`src/rtl/stepkey_pkg.sv`:
```
package stepkey_pkg;

   function automatic logic [3:0] sbox4(input logic [3:0] x);
      logic [3:0] y;
      case (x)
         4'h0: y = 4'hC;  4'h1: y = 4'h5;  4'h2: y = 4'h6;  4'h3: y = 4'hB;
         4'h4: y = 4'h9;  4'h5: y = 4'h0;  4'h6: y = 4'hA;  4'h7: y = 4'hD;
         4'h8: y = 4'h3;  4'h9: y = 4'hE;  4'hA: y = 4'hF;  4'hB: y = 4'h8;
         4'hC: y = 4'h4;  4'hD: y = 4'h7;  4'hE: y = 4'h1;  default: y = 4'h2;
      endcase
      return y;
   endfunction

   function automatic logic [3:0] gf_x2(input logic [3:0] a);
      return {a[2:0], 1'b0} ^ (a[3] ? 4'h3 : 4'h0);
   endfunction

   function automatic logic [3:0] gf_x4(input logic [3:0] a);
      return gf_x2(gf_x2(a));
   endfunction

   // four passes of the companion map (0 1 0 0 / 0 0 1 0 / 0 0 0 1 / 4 1 2 2)
   function automatic logic [15:0] mix_column(input logic [15:0] v);
      logic [15:0] t;
      logic [3:0]  nw;
      t = v;
      for (int i = 0; i < 4; i++) begin
         nw = gf_x4(t[15:12]) ^ t[11:8] ^ gf_x2(t[7:4]) ^ gf_x2(t[3:0]);
         t  = {t[11:0], nw};
      end
      return t;
   endfunction

   function automatic logic [5:0] rc_next(input logic [5:0] rc);
      return {rc[4:0], ~(rc[5] ^ rc[4])};
   endfunction

endpackage

```
`src/rtl/stepkey_round.sv`:
```
module stepkey_round #(
   parameter int         CELL_W   = 4,
   parameter int         GRID     = 4,
   parameter int         RC_W     = 6,
   parameter logic [7:0] SIZE_TAG = 8'h80
) (
   input  logic [CELL_W*GRID*GRID-1:0] din,
   input  logic [RC_W-1:0]             rc,
   output logic [CELL_W*GRID*GRID-1:0] dout
);
   import stepkey_pkg::*;

   localparam int BLK = CELL_W*GRID*GRID;

   if (CELL_W != 4) begin : g_bad_cell
      $error("stepkey_round: CELL_W must be 4");
   end
   if (GRID != 4) begin : g_bad_grid
      $error("stepkey_round: GRID must be 4");
   end
   if (RC_W != 6) begin : g_bad_rc
      $error("stepkey_round: RC_W must be 6");
   end

   logic [3:0] sb [GRID][GRID];
   logic [3:0] sr [GRID][GRID];

   for (genvar r = 0; r < GRID; r++) begin : g_row
      for (genvar c = 0; c < GRID; c++) begin : g_col
         logic [3:0] cin, cst;
         assign cin = din[BLK-1-(r*GRID+c)*CELL_W -: CELL_W];
         if (c == 0) begin : g_c0
            assign cst = ((r < 2) ? SIZE_TAG[7:4] : SIZE_TAG[3:0]) ^ 4'(r);
         end else if (c == 1) begin : g_c1
            assign cst = (r % 2 == 0) ? {1'b0, rc[5:3]} : {1'b0, rc[2:0]};
         end else begin : g_cx
            assign cst = 4'h0;
         end
         assign sb[r][c] = sbox4(cin ^ cst);
         assign sr[r][c] = sb[r][(c+r)%GRID];
      end
   end

   for (genvar c = 0; c < GRID; c++) begin : g_mix
      logic [15:0] mixed;
      assign mixed = mix_column({sr[0][c], sr[1][c], sr[2][c], sr[3][c]});
      for (genvar r = 0; r < GRID; r++) begin : g_out
         assign dout[BLK-1-(r*GRID+c)*CELL_W -: CELL_W] = mixed[15-r*4 -: 4];
      end
   end

endmodule

```
`src/rtl/stepkey_keygate.sv`:
```
module stepkey_keygate #(
   parameter int HALF_W = 64,
   parameter int STYLE  = 0   // 0: AND mask, 1: mux to zero
) (
   input  logic                clk,
   input  logic                rst_n,
   input  logic                en,
   input  logic                hi_sel,
   input  logic [2*HALF_W-1:0] key_q,
   output logic [HALF_W-1:0]   kout
);
   logic [HALF_W-1:0] half;
   assign half = hi_sel ? key_q[2*HALF_W-1:HALF_W] : key_q[HALF_W-1:0];

   if (STYLE == 0) begin : g_and
      assign kout = {HALF_W{en}} & half;
   end else if (STYLE == 1) begin : g_mux
      assign kout = en ? half : '0;
   end else begin : g_bad
      $error("stepkey_keygate: STYLE must be 0 or 1");
   end


   key_gate_closed_chk: assert property (@(posedge clk) disable iff (!rst_n)
      !en |-> (kout == '0));

endmodule

```
`src/rtl/stepkey_ctrl.sv`:
```
module stepkey_ctrl #(
   parameter int NUM_STEPS = 12,
   parameter int STEP_LEN  = 4
) (
   input  logic       clk,
   input  logic       rst_n,
   input  logic       start,
   output logic       load,
   output logic       busy,
   output logic       round_en,
   output logic       key_en,
   output logic       hi_sel,
   output logic [5:0] rc,
   output logic       done
);
   import stepkey_pkg::*;

   localparam int ROUNDS   = NUM_STEPS * STEP_LEN;
   localparam int CW       = $clog2(ROUNDS + 1);
   localparam int LOG_STEP = $clog2(STEP_LEN);

   if (STEP_LEN < 2 || (1 << LOG_STEP) != STEP_LEN) begin : g_bad_step
      $error("stepkey_ctrl: STEP_LEN must be a power of two >= 2");
   end
   if (NUM_STEPS < 1) begin : g_bad_steps
      $error("stepkey_ctrl: NUM_STEPS must be >= 1");
   end

   logic [CW-1:0] cnt;
   logic          fin;

   assign fin      = (cnt == CW'(ROUNDS));
   assign load     = start && !busy;
   assign round_en = busy && !fin;
   assign key_en   = busy && (cnt[LOG_STEP-1:0] == '0);
   assign hi_sel   = cnt[LOG_STEP];

   always_ff @(posedge clk or negedge rst_n) begin
      if (!rst_n) begin
         busy <= 1'b0;
         cnt  <= '0;
         rc   <= '0;
         done <= 1'b0;
      end else begin
         done <= 1'b0;
         if (load) begin
            busy <= 1'b1;
            cnt  <= '0;
            rc   <= rc_next(6'd0);
         end else if (busy) begin
            if (fin) begin
               busy <= 1'b0;
               done <= 1'b1;
            end else begin
               cnt <= cnt + 1'b1;
               rc  <= rc_next(rc);
            end
         end
      end
   end


   round_count_chk: assert property (@(posedge clk) disable iff (!rst_n)
      (busy && !fin) |=> (busy && cnt == CW'($past(cnt) + 1'b1)));


   busy_start_ignored_chk: assert property (@(posedge clk) disable iff (!rst_n)
      (busy && start && !fin) |=> (cnt != '0));

endmodule

```
`src/rtl/stepkey_cipher.sv`:
```
module stepkey_cipher #(
   parameter int NUM_STEPS  = 12,
   parameter int STEP_LEN   = 4,
   parameter int GATE_STYLE = 0
) (
   input  logic         clk,
   input  logic         rst_n,
   input  logic         start,
   input  logic [63:0]  plaintext,
   input  logic [127:0] key,
   output logic         done,
   output logic [63:0]  ciphertext
);
   logic [63:0]  state_q, keyed, rnd_out, kmask;
   logic [127:0] key_q;
   logic         load, busy, round_en, key_en, hi_sel;
   logic [5:0]   rc;

   stepkey_ctrl #(.NUM_STEPS(NUM_STEPS), .STEP_LEN(STEP_LEN)) u_ctrl (
      .clk(clk), .rst_n(rst_n), .start(start), .load(load), .busy(busy),
      .round_en(round_en), .key_en(key_en), .hi_sel(hi_sel), .rc(rc), .done(done)
   );

   stepkey_keygate #(.HALF_W(64), .STYLE(GATE_STYLE)) u_gate (
      .clk(clk), .rst_n(rst_n), .en(key_en), .hi_sel(hi_sel),
      .key_q(key_q), .kout(kmask)
   );

   assign keyed = state_q ^ kmask;

   stepkey_round #(.CELL_W(4), .GRID(4), .RC_W(6), .SIZE_TAG(8'h80)) u_round (
      .din(keyed), .rc(rc), .dout(rnd_out)
   );

   always_ff @(posedge clk or negedge rst_n) begin
      if (!rst_n) begin
         state_q <= '0;
         key_q   <= '0;
      end else if (load) begin
         state_q <= plaintext;
         key_q   <= key;
      end else if (busy) begin
         state_q <= round_en ? rnd_out : keyed;
      end
   end

   assign ciphertext = state_q;


   load_capture_chk: assert property (@(posedge clk) disable iff (!rst_n)
      (start && !busy) |=> (ciphertext == $past(plaintext)));


   done_pulse_chk: assert property (@(posedge clk) disable iff (!rst_n)
      done |=> !done);


   result_hold_chk: assert property (@(posedge clk) disable iff (!rst_n)
      (!busy && !start) |=> $stable(ciphertext));

endmodule

```
`config.mk`:
```
export PLATFORM = sky130hd
export DESIGN_NAME = stepkey_cipher
export DESIGN_NICKNAME = d
export VERILOG_FILES = /design/src/rtl/stepkey_pkg.sv /design/src/rtl/stepkey_round.sv /design/src/rtl/stepkey_keygate.sv /design/src/rtl/stepkey_ctrl.sv /design/src/rtl/stepkey_cipher.sv
export SDC_FILE = /design/constraint.sdc
export NUM_CORES = 1
export LEC_CHECK = 0
export ABC_CLOCK_PERIOD_IN_PS = 6600
export BUFFER_PORTS_ARGS = -buffer_cell sky130_fd_sc_hd__buf_2
export CELL_PAD_IN_SITES_DETAIL_PLACEMENT = 0
export CELL_PAD_IN_SITES_GLOBAL_PLACEMENT = 2
export CORE_MARGIN = 5
export CORE_UTILIZATION = 37
export CTS_CLUSTER_SIZE = 14
export DETAILED_ROUTE_END_ITERATION = 12
export GPL_TIMING_DRIVEN = 1
export PLACE_DENSITY_LB_ADDON = 0.08
export SYNTH_ARGS = -nofsm -noshare
export SYNTH_HDL_FRONTEND = slang
export SYNTH_SLANG_ARGS = --single-unit
```
`constraint.sdc`:
```
create_clock -name clk -period 6.6 [get_ports clk]
set_input_delay 1.65 -clock clk [delete_from_list [all_inputs] [get_ports clk]]
set_output_delay 1.65 -clock clk [all_outputs]
set_load 0.02 [all_outputs]
```
==> impl_metrics.json <==
{
  "worstPathArrival_ns": 6.40,
  "report.final.slew_viol_count": 0,
  "place_hpwl_um": 44800,
  "hold_slack_ns": 0.502,
  "synth_top_cell_by_area": "dfrtp_1",
  "io_pins": 260,
  "setup_ws_final_ns": 0.676,
  "final_period_minus_worst_setup_slack_ns": 5.92,
  "min_from": "key_q[65]",
  "grt_first_pass_wirelength_um": 86100,
  "critical_path_sink_type": "flop",
  "cts.sinks": 206,
  "synth.yosys.warnings": 0,
  "synthesis.nets": 1912,
  "insertion_delay_ns": 0.57,
  "path_clk_slew_ns": 0.06,
  "cts_max_level": 1,
  "r2r.worst_path.cells": 17,
  "cell_types_with_the_largest_area_share_after_synthesis": "dfrtp_1, mux2_2, xnor2_1, mux2i_1, ha_1",
  "drc_errors": 0,
  "wl_cell_um": 23.1,
  "synth.top_cells.by_count": "dfrtp_1, xnor2_1, mux2_2",
  "final.fill_count": 4483,
  "startpoint": "u_ctrl.cnt[0]",
  "cp_max_fo": 61,
  "post-route-period-util_pct": 89.8,
  "track_usage_pct": 22.3,
  "post_detailed_route_via_to_cell_ratio": 5.32,
  "grt_start_max_net_pins": 125,
  "port_buffer_count": 259,
  "cts_root_buf": "clkbuf_16",
  "crit_path_required_time_ns": 7.08,
  "timing.critical_path.from_type": "flop",
  "layout.cells.non_filler": 2484,
  "synth-edff-count": 0,
  "fin_nets": 2131,
  "hold-path-endpoint": "key_q[65]",
  "cts-resized-gates": 0,
  "min_path_cells": 1,
  "fp-row-count": 78,
  "register_bit_count_reported_by_yosys": 206,
  "max_cap_viol_count": 0,
  "grt_pass1_vias": 13300,
  "die_area_um2": 50000,
  "synthToLayoutAreaGrowth_pct": 16.2,
  "timing_worst_slew_pin_value_ns": 1.07,
  "r2r_start": "u_ctrl.cnt[0]",
  "min-delay-path-class": "flop to flop",
  "gpl.final_weighted_congestion": 0.874,
  "die_h_um": 224,
  "num_vias": 13200,
  "grt_remaining_overflow": 0,
  "timing.reg2reg.setup_slack_ns": 0.68,
  "avgSynthCellArea_um2": 10.3,
  "synth_flop_cell": "dfrtp_1",
  "clk_path_buf_depth": 3,
  "layout_cell_share_with_drive_strength_beyond_1_pct": 30.0,
  "synth_sequential_area_ratio_pct": 30.5,
  "preCtsSetupSlack_ns": 0.781,
  "holdBufCountCts": 0,
  "timing.slew.headroom_pct": 28.3,
  "drt_pre_antenna_iters": 5,
  "run_status": "completed",
  "numCtsBuffers": 27,
  "synth_cells": 1642,
  "timing.final.hold_violations": 0,
  "initial_antenna_violation_count": 11,
  "yosys.cell_count.top_type": "dfrtp_1",
  "critPathKind": "flop to flop",
  "finalSetupViolCount": 0,
  "max_freq_mhz": 169,
  "synth_cell_types": 97,
  "setup_total_negative_slack_ns": 0,
  "initialDrtViolationCount": 956,
  "core-area_um2": 45300,
  "ant_nets": 0,
  "cts.repair_timing.setup_buffer_count": 0,
  "clock_tree_from_tritoncts": "done",
  "finClkSkew_ns": 0.0161,
  "r2r-end": "ciphertext[14]",
  "postRouteWirelength_um": 57500,
  "mappedNetlistArea_um2": 16900,
  "synthDominantCellAreaShare_pct": 30.5,
  "dp_cells": 2432,
  "initial_utilization_pct": 37.3,
  "die_w_um": 224,
  "postSynth.asyncResetShare_pct": 100,
  "rsz0062_at_grt": "false"
}
cell usage in the layout (no fill, tap or decap), drive strengths merged, types with 5 or more instances in the layout:
cell type  Yosys  final
buf           35    281
dfrtp        206    206
xnor2        186    186
mux2         145    145
mux2i        142    142
nor2          93     93
o21ai         88     88
nand2         87     87
xor2          84     84
ha            75     75
inv           59     60
clkbuf        56     36
nor3          34     34
nor2b         31     31
a211oi        31     31
a21oi         29     29
o211ai        25     25
o22ai         17     17
or3           15     15
mux4          15     15
a221oi        14     14
o21a          13     13
xnor3         13     13
and2          13     13
nand3         12     12
nand2b        10     10
and3           8      8
a22oi          8      8
nand4          7      7
or2            7      7
nor4           6      6
a22o           6      6
a21boi         6      6
clkinv         0      6
nor4b          5      5
nor3b          5      5
through the flow:
stage | utilization [%] | cell area, µm²
2_1_floorplan | - | 16900
3_3_place_gp | 41.2 | 18700
3_5_place_dp | 41.2 | 18700
4_1_cts | 43.3 | 19600
5_1_grt | 43.3 | 19600
6_report | 43.3 | 19600
critical path, stage by stage (launching register included):
cell	delay [ns]
dfrtp_1	0.42
inv_1	0.07
ha_1	0.29
nand2_4	0.58
nor2_1	0.14
xnor2_1	0.61
inv_1	0.20
ha_1	0.38
or3b_1	0.37
a31oi_2	0.38
xor2_1	0.36
xnor2_2	0.20
xnor2_2	0.39
xnor2_1	0.20
xnor2_1	0.12
xnor2_1	0.63
xnor2_1	0.22
a221oi_2	0.25
layout make-up:
cell class                 count  area, µm²  area share [%]
antenna                        3       7.51          0.0383
clock inverter                13        136           0.696
sequential                   206       5160            26.3
inverter                      59        221            1.13
tap                          600        751            3.83
timing repair buffer         281       1500            7.65
multi-input combinational   1286      11000            56.3
clock buffer                  36        790            4.03
per-layer routing:
metal,global-route usage (%),vias up,part of all wire (%)
li1,-,6259,-
met1,35.1,6528,51
met2,31.6,345,41
met3,4.89,62,6.5
met4,3.95,14,1.8
met5,0,-,0.15
registers in the layout, summed over array words and instances, names as in the netlist:
signal and cells:
u_ctrl.busy 1, u_ctrl.done 1, u_ctrl.cnt 6, u_ctrl.rc 6
key_q 128, ciphertext 64
kinds of logic (layout without fill, tap and decap cells):
family	Yosys count	in the layout	synth area share (%)
compound gates	280	280	11.5
mux	302	302	20.3
flops	206	206	30.5
xor+xnor	285	285	17.8
buf+inv	150	389	4.14
fa+ha+maj	75	75	5.56
other cells	0	3	0
simple gates	344	344	10.2
worst max path at each step:
| stage | slack [ns] | cells past startpoint | to |
|---|---|---|---|
| global placement | 0.87 | 17 | ciphertext[31] |
| finish | 0.68 | 17 | ciphertext[14] |
| CTS | 0.76 | 17 | ciphertext[31] |
| global route | 0.40 | 20 | ciphertext[9] |
| detailed placement | 0.78 | 17 | ciphertext[31] |
| floorplan | 1.92 | 24 | ciphertext[3] |
Power is left out: the tool's default activity adds up to more than one toggle a clock period on the data nets, which glitch-free logic cannot reach.
